--- config.mk ---
export PLATFORM = sky130hd
export DESIGN_NAME = hz_ctrl
export DESIGN_NICKNAME = d
export VERILOG_FILES = /design/src/rtl/hz_pkg.sv /design/src/rtl/hz_fwd_sel.sv /design/src/rtl/hz_load_use.sv /design/src/rtl/hz_ctrl.sv
export SDC_FILE = /design/constraint.sdc
export NUM_CORES = 1
export LEC_CHECK = 0
export ABC_CLOCK_PERIOD_IN_PS = 2100
export BUFFER_PORTS_ARGS = -buffer_cell sky130_fd_sc_hd__buf_2
export CORE_UTILIZATION = 34
export DETAILED_ROUTE_END_ITERATION = 10
export PLACE_DENSITY_LB_ADDON = 0.1
export SLEW_MARGIN = 20
export SYNTH_ARGS = -nofsm -noshare
export SYNTH_HDL_FRONTEND = slang
export SYNTH_HIERARCHICAL = 1
export SYNTH_SLANG_ARGS = --single-unit
--- constraint.sdc ---
create_clock -name vclk -period 2.1
set_input_delay 0.63 -clock vclk [all_inputs]
set_output_delay 0.63 -clock vclk [all_outputs]
set_load 0.005 [all_outputs]
--- src/rtl/hz_pkg.sv ---
package hz_pkg;
  localparam int unsigned REG_AW = 5;
  localparam int unsigned NUM_OPS = 2;

  localparam logic [1:0] SEL_RF  = 2'b00;
  localparam logic [1:0] SEL_EXM = 2'b10;
  localparam logic [1:0] SEL_MWB = 2'b01;
endpackage

--- src/rtl/hz_fwd_sel.sv ---
module hz_fwd_sel
  import hz_pkg::*;
#(
  parameter int unsigned AW = REG_AW
) (
  input  logic          clk_i,
  input  logic          rst_ni,
  input  logic [AW-1:0] src_i,
  input  logic [AW-1:0] exm_rd_i,
  input  logic          exm_we_i,
  input  logic [AW-1:0] mwb_rd_i,
  input  logic          mwb_we_i,
  output logic [1:0]    sel_o
);
  localparam logic [AW-1:0] ZERO = '0;

  logic exm_hit, mwb_hit;

  assign exm_hit = exm_we_i && (exm_rd_i != ZERO) && (exm_rd_i == src_i);
  assign mwb_hit = mwb_we_i && (mwb_rd_i != ZERO) && (mwb_rd_i == src_i);

  // younger producer wins
  always_comb begin
    if (exm_hit)      sel_o = SEL_EXM;
    else if (mwb_hit) sel_o = SEL_MWB;
    else              sel_o = SEL_RF;
  end

  assert_sel_legal_R1: assert property (@(posedge clk_i) disable iff (!rst_ni)
    sel_o != 2'b11);
  assert_exm_prio_R3: assert property (@(posedge clk_i) disable iff (!rst_ni)
    (exm_we_i && mwb_we_i && exm_rd_i == mwb_rd_i && src_i == exm_rd_i
     && src_i != ZERO) |-> sel_o == SEL_EXM);
  assert_no_we_R4: assert property (@(posedge clk_i) disable iff (!rst_ni)
    (!exm_we_i && !mwb_we_i) |-> sel_o == SEL_RF);
  assert_reg0_R5: assert property (@(posedge clk_i) disable iff (!rst_ni)
    (src_i == ZERO) |-> sel_o == SEL_RF);
endmodule

--- src/rtl/hz_load_use.sv ---
module hz_load_use
  import hz_pkg::*;
#(
  parameter int unsigned AW   = REG_AW,
  parameter int unsigned NSRC = NUM_OPS
) (
  input  logic                 clk_i,
  input  logic                 rst_ni,
  input  logic [NSRC-1:0][AW-1:0] id_src_i,
  input  logic [AW-1:0]        ex_rd_i,
  input  logic                 ex_we_i,
  input  logic                 ex_load_i,
  output logic                 hazard_o
);
  localparam logic [AW-1:0] ZERO = '0;

  logic [NSRC-1:0] hit;

  for (genvar g = 0; g < NSRC; g++) begin : g_src
    assign hit[g] = id_src_i[g] == ex_rd_i;
  end

  assign hazard_o = ex_load_i && ex_we_i && (ex_rd_i != ZERO) && (|hit);

  assert_load_only_R7: assert property (@(posedge clk_i) disable iff (!rst_ni)
    !ex_load_i |-> !hazard_o);
  assert_no_we_stall_R4: assert property (@(posedge clk_i) disable iff (!rst_ni)
    !ex_we_i |-> !hazard_o);
  assert_reg0_stall_R5: assert property (@(posedge clk_i) disable iff (!rst_ni)
    (ex_rd_i == ZERO) |-> !hazard_o);
endmodule

--- src/rtl/hz_ctrl.sv ---
module hz_ctrl
  import hz_pkg::*;
(
  input  logic              clk_i,
  input  logic              rst_ni,
  input  logic [REG_AW-1:0] id_rs1_i,
  input  logic [REG_AW-1:0] id_rs2_i,
  input  logic [REG_AW-1:0] ex_rs1_i,
  input  logic [REG_AW-1:0] ex_rs2_i,
  input  logic [REG_AW-1:0] ex_rd_i,
  input  logic              ex_we_i,
  input  logic              ex_load_i,
  input  logic              ex_br_taken_i,
  input  logic [REG_AW-1:0] mem_rd_i,
  input  logic              mem_we_i,
  input  logic [REG_AW-1:0] wb_rd_i,
  input  logic              wb_we_i,
  output logic [1:0]        fwd_a_o,
  output logic [1:0]        fwd_b_o,
  output logic              stall_o,
  output logic              flush_o,
  output logic              idex_bubble_o
);
  logic [NUM_OPS-1:0][REG_AW-1:0] ex_src, id_src;
  logic [NUM_OPS-1:0][1:0]        sel;
  logic                           lu_hazard;

  assign ex_src = {ex_rs2_i, ex_rs1_i};
  assign id_src = {id_rs2_i, id_rs1_i};

  for (genvar g = 0; g < NUM_OPS; g++) begin : g_op
    hz_fwd_sel #(.AW(REG_AW)) u_sel (
      .clk_i    (clk_i),
      .rst_ni   (rst_ni),
      .src_i    (ex_src[g]),
      .exm_rd_i (mem_rd_i),
      .exm_we_i (mem_we_i),
      .mwb_rd_i (wb_rd_i),
      .mwb_we_i (wb_we_i),
      .sel_o    (sel[g])
    );
  end

  assign fwd_a_o = sel[0];
  assign fwd_b_o = sel[1];

  hz_load_use #(.AW(REG_AW), .NSRC(NUM_OPS)) u_lu (
    .clk_i     (clk_i),
    .rst_ni    (rst_ni),
    .id_src_i  (id_src),
    .ex_rd_i   (ex_rd_i),
    .ex_we_i   (ex_we_i),
    .ex_load_i (ex_load_i),
    .hazard_o  (lu_hazard)
  );

  // a taken branch discards the stalled instruction anyway
  assign flush_o       = ex_br_taken_i;
  assign stall_o       = lu_hazard && !ex_br_taken_i;
  assign idex_bubble_o = lu_hazard || ex_br_taken_i;

  assert_flush_wins_R9: assert property (@(posedge clk_i) disable iff (!rst_ni)
    flush_o |-> !stall_o);
  assert_branch_bubble_R8: assert property (@(posedge clk_i) disable iff (!rst_ni)
    ex_br_taken_i |-> (flush_o && idex_bubble_o));
  assert_stall_bubble_R6: assert property (@(posedge clk_i) disable iff (!rst_ni)
    stall_o |-> idex_bubble_o);
  assert_same_src_R10: assert property (@(posedge clk_i) disable iff (!rst_ni)
    (ex_rs1_i == ex_rs2_i) |-> (fwd_a_o == fwd_b_o));
endmodule

# Word-level counts from Yosys, hierarchy flattened
# Cells that the tools add are included.
# totals
out_inout_bits	7
wordCells	26
inputBits	42
reg_bits	0
# classes
n_eq_ne	6
muxes	4
reduce_logical	16
# ops
op	n
5-bit == test	6
5-bit nonzero test	3
1-bit logical AND	10
2-bit 2-to-1 mux	2
1-bit 2-to-1 mux	2
2-bit OR reduction	1
1-bit logical NOT	1
1-bit logical OR	1

# Depth between registers and ports, before layout
# Gate-level depths: netlist (run 1).
# logic_depth
ltp_word	5
ltp_mapped	5
depth_no_buf	5

# By module
# Netlist (run 1), hierarchy kept.
# by_module_without_submodules
module	seq_area_each_um2	area_per_inst_um2	cells_per_inst	instances
hz_fwd_sel	0.0	158.9	21	2
hz_load_use	0.0	132.6	17	1
hz_ctrl	0.0	20.0	3	1

# Least setup slack after synthesis (run 1)
# OpenSTA, ideal clock, no wires.
# synth_timing
kind	input to output
from	input ex_rd_i[2]
to	output idex_bubble_o
required_time_ns	1.470
path_stages	4
arrival_ns	1.574
n_path_buf	0
setup_slack_ns	-0.104
path_cell_list	or4_1 -> o211ai_2 -> a21oi_1 -> or2_1
# synth_via
elab_chain_len	4
word_cells_on_any_way	7
cone_classes	eq/ne: 2; reduce/logical: 5
# synth_rtl
element	line_no	rtl
from (decl)	hz_ctrl.sv:10	input logic [REG_AW-1:0] ex_rd_i,
5-bit == test / 5-bit nonzero test (equally long branches)	hz_load_use.sv:20, hz_load_use.sv:23	
2-bit OR reduction / 1-bit logical AND (equally long branches)	hz_load_use.sv:23	assign hazard_o = ex_load_i && ex_we_i && (ex_rd_i != ZERO) && (|hit);
1-bit logical AND *	hz_load_use.sv:23	
net lu_hazard	hz_ctrl.sv:26	logic lu_hazard;
1-bit logical OR *	hz_ctrl.sv:60	assign idex_bubble_o = lu_hazard || ex_br_taken_i;
to (decl)	hz_ctrl.sv:22	output logic idex_bubble_o
# Mark *: on every way through the listed nets, which the timed path passes. The rest lies on a longest branch.

# Final worst setup path (run 1)
# Same ends and word-level chain as after synthesis.

==> results.ini, run 1 <==
[critical_path]
crit_path_start_kind=input pin
cp_max_fo=2
cp-end-kind=output pin
worstSetupPathType=in2out
cp.required_ps=1470
arrival_ps=1770

[floorplan]
die_w_um=39.2
die_area_sq_um=1540
ios=49
core_area_sq_um=1300
die_h_um=39.2
start_util=0.362
rows=13

[timing]
fmax_mhz=416
slew_violations=0
setup_viol=3
setup_tns_ps=-551
hold_violations=0
worst-slew-pin-transition_ps=250
period_share=1.15
relSlewSlack=0.833
fin_crit_ps=2400
fin_ws_ps=-305
hold_ws_ps=1450
rsz0062_at_grt=true

[yosys]
syn_nets=104
synth_area_leader_cell=xnor2_1
syn_avg_cell_area_sq_um=7.59
synthTopCellsByArea=xnor2_1 (26%), xor2_1 (22%), o41ai_2 (6.9%)
synth_common_cells=xnor2_1 (14), xor2_1 (12), nand3_1 (6), nor3_1 (6), nand2_1 (4)
netlist.area_leader.share=0.261
yosysUniqueCellTypes=16
synthCells=62
ys_seq_area_frac=0
netlist_area_sq_um=470
yosys_warnings=6
yosysMostFrequentCell=xnor2_1

[grt]
grt_pass1_vias=543
track_usage=0.205
grt_pass1_wl_um=2210
grt_max_degree=5
grt_remaining_overflow=0
antenna_found_initial=0

[routing]
via_count=634
drtAntennaViolNets=0
first_iter_violations=4
totalWireLength_um=1510
drc=0
vias_per_cell=4.99
post_drt_wl_per_cell_um=11.9
dr.pass1.iters=2

[run]
drv_cap=0

[placed_design]
hpwlAfterDp_um=1180
gp_congestion=0.701
port_buffers=47
place_area_sq_um=743

[final_layout]
clock_buffers=0
nFillCells=110
num_antenna_cells=0
fin_nets=156
fin_area_sq_um=946
drive_above_1_share=0.634
seq_cell_count=0
area_growth_syn_to_layout_pct=101
ff_latch_area_sq_um=0
post-route-util=0.727

[power]
peakVddDrop_uv=115
cellLeakagePower_nw=0.417
power_mw=0.179
p_per_area_nw_per_um2=190

[outcome]
status=finished with violations
violations=negative setup slack

[worst_hold_path]
hold_class=in2out

[cts]
ctsHoldBuffers=0

==> per-layer routing <==
metal / vias to the layer above / global-route usage / share of wire
li1: 323 / - / -
met1: 285 / 0.214 / 0.35
met2: 26 / 0.446 / 0.57
met3: 0 / 0.0173 / 0.070
met4: 0 / 0 / 0
met5: - / 0 / 0
==> per-stage QoR <==
step                      setup slack, ps  std cells
after floorplan                     -69.2         62
after global routing                 -355        127
final                                -305        127
after CTS                            -309        127
after global placement               -305        126
after detailed placement             -322        126
==> cell usage in the layout (no fill, tap or decap), types with 2 or more instances in the layout <==
cell type / count
a21oi_1: 2
xor2_1: 12
xnor2_1: 11
nor3_2: 4
a211oi_2: 2
nor3_1: 4
o41ai_4: 2
buf_2: 32
nand3_1: 6
nor4_2: 2
buf_4: 4
xnor2_2: 3
nand2_1: 4
buf_6: 15
==> path summary, 6_finish.rpt <==
check / from / endpoint / slack, ps / depth (start not counted)
min: ex_br_taken_i / flush_o / 1450 / 2
max: ex_rd_i[2] / idex_bubble_o / -300 / 6
==> critical path, stage by stage <==
cell and delay (ps):
buf_6 90, or4_4 530, o211ai_2 160, a21oi_2 50, or2_1 190, buf_2 120
==> where the power goes <==
| group | total, mW | leakage (nW) | switching (mW) | internal [mW] |
|---|---|---|---|---|
| Combinational | 0.179 | 0.417 | 0.0772 | 0.102 |
| Sequential | 0 | 0 | 0 | 0 |
| Clock | 0 | 0 | 0 | 0 |
| Total | 0.179 | 0.417 | 0.0772 | 0.102 |
==> timing repair <==
item | 4_1_cts | 5_1_grt
pin swaps | 20 | 3
setup endpoints to repair | 5 | 6
setup buffers | 1 | 0
resized for setup | 33 | 9
==> cells by family after synthesis <==
kind of cell              after synthesis  share of synthesized area
buffers and inverters                   3                     0.0479
xor gates and xnor gates               26                      0.484
and+or+nand+nor                        25                      0.287
AOI/OAI and AO/OA                       8                      0.181
==> layout make-up <==
cell class                 count  area, sq um  area share
multi-input combinational     59          533       0.563
timing repair buffer          53          394       0.417
tap                           15         18.8      0.0198
Power figures use the tool's default switching activity.
==> run 2, diff against run 1 <==
- REMOVE_ABC_BUFFERS: not set -> 1
==> run 2 against run 1 <==
Against the previous run: total power rose by 0.99%; count of clock-buffer cells in the layout unchanged; die area did not move; critical path type unchanged; the flow still finishes with violations (negative setup slack); critical endpoint unchanged; wire length decreased by 1.5%; global-route usage down 2.0 points; critical path depth unchanged; highest routed layer unchanged.
==> results.ini, run 2 (synthesis gave the netlist of run 1 again) <==
[routing]
met1_length_um=630
post_drt_wl_per_cell_um=11.7
via_count=613
route.met2.wl_um=776
vias_per_cell=4.83
wl_met3_um=83
totalWireLength_um=1490
highest_layer=met3
drtAntennaViolNets=0
drc=0
dr.pass1.iters=4
first_iter_violations=3

[final_layout]
num_antenna_cells=0
area_growth_syn_to_layout_pct=101
ff_latch_area_sq_um=0
fin_area_sq_um=947
final_cell_mix=buf_2 (35), buf_6 (11), xnor2_1 (10), xor2_1 (10)
fin_nets=156
clock_buffers=0
seq_cell_count=0
post-route-util=0.728
layout_commonest_cell=buf_2
drive_above_1_share=0.670
instances_no_fill=127

[placed_design]
dp_cells=126
hpwlAfterDp_um=1100
post-place-ws_ps=-367
port_buffers=47
gp_congestion=0.645
place_area_sq_um=739

[grt]
track_usage=0.185
grt_pass1_vias=475
grt_remaining_overflow=0
antenna_found_initial=0
grt_pass1_wl_um=1970
grt_max_degree=5

[floorplan]
die_area_sq_um=1540
ios=49
core_area_sq_um=1300
start_util=0.362
rows=13
die_w_um=39.2
die_h_um=39.2

[outcome]
status=finished with violations
violations=negative setup slack

[power]
swShare=0.444
peakVddDrop_uv=94.7
p_per_area_nw_per_um2=191
p_comb_frac=1.000
p_sw_mw=0.0804
pwr-share-clk=0
p_seq_frac=0
cellLeakagePower_nw=0.420
p_int_mw=0.101

[worst_hold_path]
hold_path_depth=2
min_to=flush_o
worstHoldStart=ex_br_taken_i
hold_class=in2out

[critical_path]
crit_chain=buf_6 > or4_4 > o211ai_2 > a21oi_2 > or2_1 > buf_2
cp_max_fo=2
cp.required_ps=1470
slowest_delay_ps=540
worstSetupPathType=in2out
crit_path_start_kind=input pin
cp-end-kind=output pin
cpMaxStageDelayCell=or4_4
crit_buf_inv=2
critPathTopFamily=simple AND/OR/NAND/NOR gates
arrival_ps=1790

[timing]
hold_violations=0
relSlewSlack=0.835
setup_viol=4
slew_violations=0
worst-slew-pin-transition_ps=245
fmax_mhz=413
fin_ws_ps=-322
fin_crit_ps=2420
period_share=1.15
rsz0062_at_grt=true

[run]
drv_cap=0

[cts]
ctsHoldBuffers=0

run 2: metal layers:
metal | up-vias | track usage
met5 | - | 0
met4 | 0 | 0
met3 | 0 | 0.00578
met2 | 22 | 0.354
met1 | 272 | 0.236
li1 | 319 | -
run 2: power by group through the flow:
stage	registers (mW)	clock network [mW]	logic, mW
floorplan	0	0	0.0594
global placement	0	0	0.133
detailed placement	0	0	0.135
CTS	0	0	0.148
global route	0	0	0.197
finish	0	0	0.181
run 2: layout make-up:
type / instances / area, sq um
tap: 15 / 18.8
fill: 111 / 354
multi-input combinational: 59 / 564
timing repair buffer: 53 / 364
run 2: worst max path at each step:
stage,start,slack [ps],end,depth (start not counted)
after floorplan,ex_rd_i[2],-100,idex_bubble_o,4
after global placement,ex_rd_i[2],-340,idex_bubble_o,6
after detailed placement,ex_rd_i[2],-370,idex_bubble_o,6
after CTS,ex_rd_i[1],-340,idex_bubble_o,6
after global routing,ex_rd_i[1],-370,idex_bubble_o,6
final,ex_rd_i[1],-320,idex_bubble_o,6
run 2: repair_timing:
action                                  in CTS  in global routing
setup buffers                                1                  0
pin swaps                                   21                 18
resized for setup                           13                 30
endpoints found under the setup margin       4                  5
endpoints found under the hold margin        0                  0
run 2: metrics by stage:
step	total power, mW	hold WS (ps)	TNS [ps]
final	0.181	1450	-630
after global routing	0.197	1470	-835
after CTS	0.148	1450	-686
after detailed placement	0.135	1450	-821
after global placement	0.133	1450	-768
after floorplan	0.0594	1260	-108
==> run 3, diff against run 2 <==
- ABC_AREA: not set -> 1
- CORE_UTILIZATION: 34 -> 36
- SYNTH_HIERARCHICAL: 1 -> not set
==> run 3 against run 2 <==
Against the previous run: the run now ends clean; wire length fell by 14%; total power shrank 19%; die area up 6.7%; critical path type unchanged; critical path depth unchanged.
==> results.ini, run 3 <==
[outcome]
status=complete, no violations

[yosys]
synth_area_leader_cell=xnor2_1
netlist_area_sq_um=533
yosys_warnings=0
syn_avg_cell_area_sq_um=5.33
netlist.area_leader.share=0.263
yosysUniqueCellTypes=15
synthCells=100
ys_seq_area_frac=0
yosysMostFrequentCell=nand2_1
synthTopCellsByArea=xnor2_1 (26%), nand2_1 (20%), nor2_1 (13%)
synth_common_cells=nand2_1 (29), nor2_1 (19), xnor2_1 (16), inv_1 (10)

[timing]
hold_ws_ps=1480
fin_ws_ps=64.6
setup_viol=0
relSlewSlack=0.865
worst-slew-pin-transition_ps=200
fmax_mhz=491
slew_violations=0
period_share=0.969
fin_crit_ps=2040
hold_violations=0

[run]
drv_cap=0

[critical_path]
cp.required_ps=1470
crit_path_start_kind=input pin
cp-end-kind=output pin
critPathTopFamily=simple AND/OR/NAND/NOR gates
crit_cells=6
worstSetupPathType=in2out
slowest_delay_ps=220
cp_max_fo=2
crit_buf_inv=2
crit_chain=buf_2 > xor2_1 > nor3_1 > nand2_1 > nor2_1 > buf_2
crit_start=ex_rs2_i[3]
path_common_cell=buf_2
arrival_ps=1410
cpMaxStageDelayCell=nor3_1

[grt]
grt_pass1_wl_um=1770
track_usage=0.152
antenna_found_initial=0
grt_max_degree=6
grt_pass1_vias=494
grt_remaining_overflow=0

[final_layout]
clock_buffers=0
num_antenna_cells=0
seq_cell_count=0
ff_latch_area_sq_um=0
instances_no_fill=159
post-route-util=0.594
fin_nets=188
final_cell_mix=buf_2 (44), nand2_1 (29), xnor2_1 (16), nor2_1 (16), inv_1 (10)
layout_commonest_cell=buf_2
area_growth_syn_to_layout_pct=48.6
drive_above_1_share=0.403

[routing]
vias_per_cell=4.40
dr.pass1.iters=4
drc=0
first_iter_violations=9
post_drt_wl_per_cell_um=8.09
drtAntennaViolNets=0
totalWireLength_um=1290
via_count=699

[power]
cellLeakagePower_nw=0.463
power_mw=0.146
peakVddDrop_uv=79.1
p_per_area_nw_per_um2=185

[placed_design]
port_buffers=47
dp_cells=159
hpwlAfterDp_um=1150
post-place-ws_ps=58.4
gp_congestion=0.736

[worst_hold_path]
worstHoldStart=ex_br_taken_i
hold_path_depth=2
min_to=flush_o
hold_class=in2out

[floorplan]
start_util=0.400
die_h_um=40.5
ios=49
core_area_sq_um=1330
die_area_sq_um=1640
rows=13
die_w_um=40.5

[cts]
ctsHoldBuffers=0
postCtsSetupBuffers=0

-- run 3: cell count changes in the layout (fill, tap and decap cells not counted), moves of 6 or more --
cell | previous run | this run
buf_2 | 35 | 44
nand2_1 | 4 | 29
inv_1 | 0 | 10
nor2_1 | 0 | 16
buf_6 | 11 | 2
xnor2_1 | 10 | 16
-- run 3: per-layer routing --
metal	wire, um	up-vias	GRT usage	share of wire
li1	-	386	-	-
met1	597	286	0.212	0.46
met2	581	27	0.274	0.45
met3	107	0	0	0.083
met4	0	0	0	0
met5	0	-	0	0
-- run 3: area by class of cell --
type | instances | area (sq um)
fillers | 144 | 542
inverters | 13 | 48.8
repair buffers | 47 | 250
well taps | 15 | 18.8
multi-input cells | 84 | 474
-- run 3: what timing repair did --
action                                 CTS  global route
setup endpoints to repair                0             3
endpoints found under the hold margin    0             0
resized for setup                        0             9
-- run 3: metrics by stage --
step | cell area [sq um] | TNS, ps
after CTS | 764 | 0
after global routing | 792 | -7.35
after floorplan | 510 | 0
after detailed placement | 764 | 0
final | 792 | 0
after global placement | 764 | 0
-- run 3: logic make-up (layout without fill, tap and decap cells) --
family	count (synthesis)	count (layout)	share of synthesized area
buf+inv	16	60	0.134
xor+xnor	22	22	0.361
compound gates	2	2	0.0258
simple gates	60	60	0.479
-- run 3: worst max-delay path by stage --
| stage | to |
|---|---|
| 2_1_floorplan | fwd_b_o[0] |
| 3_3_place_gp | fwd_a_o[0] |
| 3_5_place_dp | fwd_a_o[0] |
| 4_1_cts | fwd_a_o[0] |
| 5_1_grt | stall_o |
| 6_report | fwd_b_o[0] |
-- run 3: where the power goes --
group,internal [mW],switching [mW]
logic,0.0754,0.0711
registers,0,0
clock network,0,0
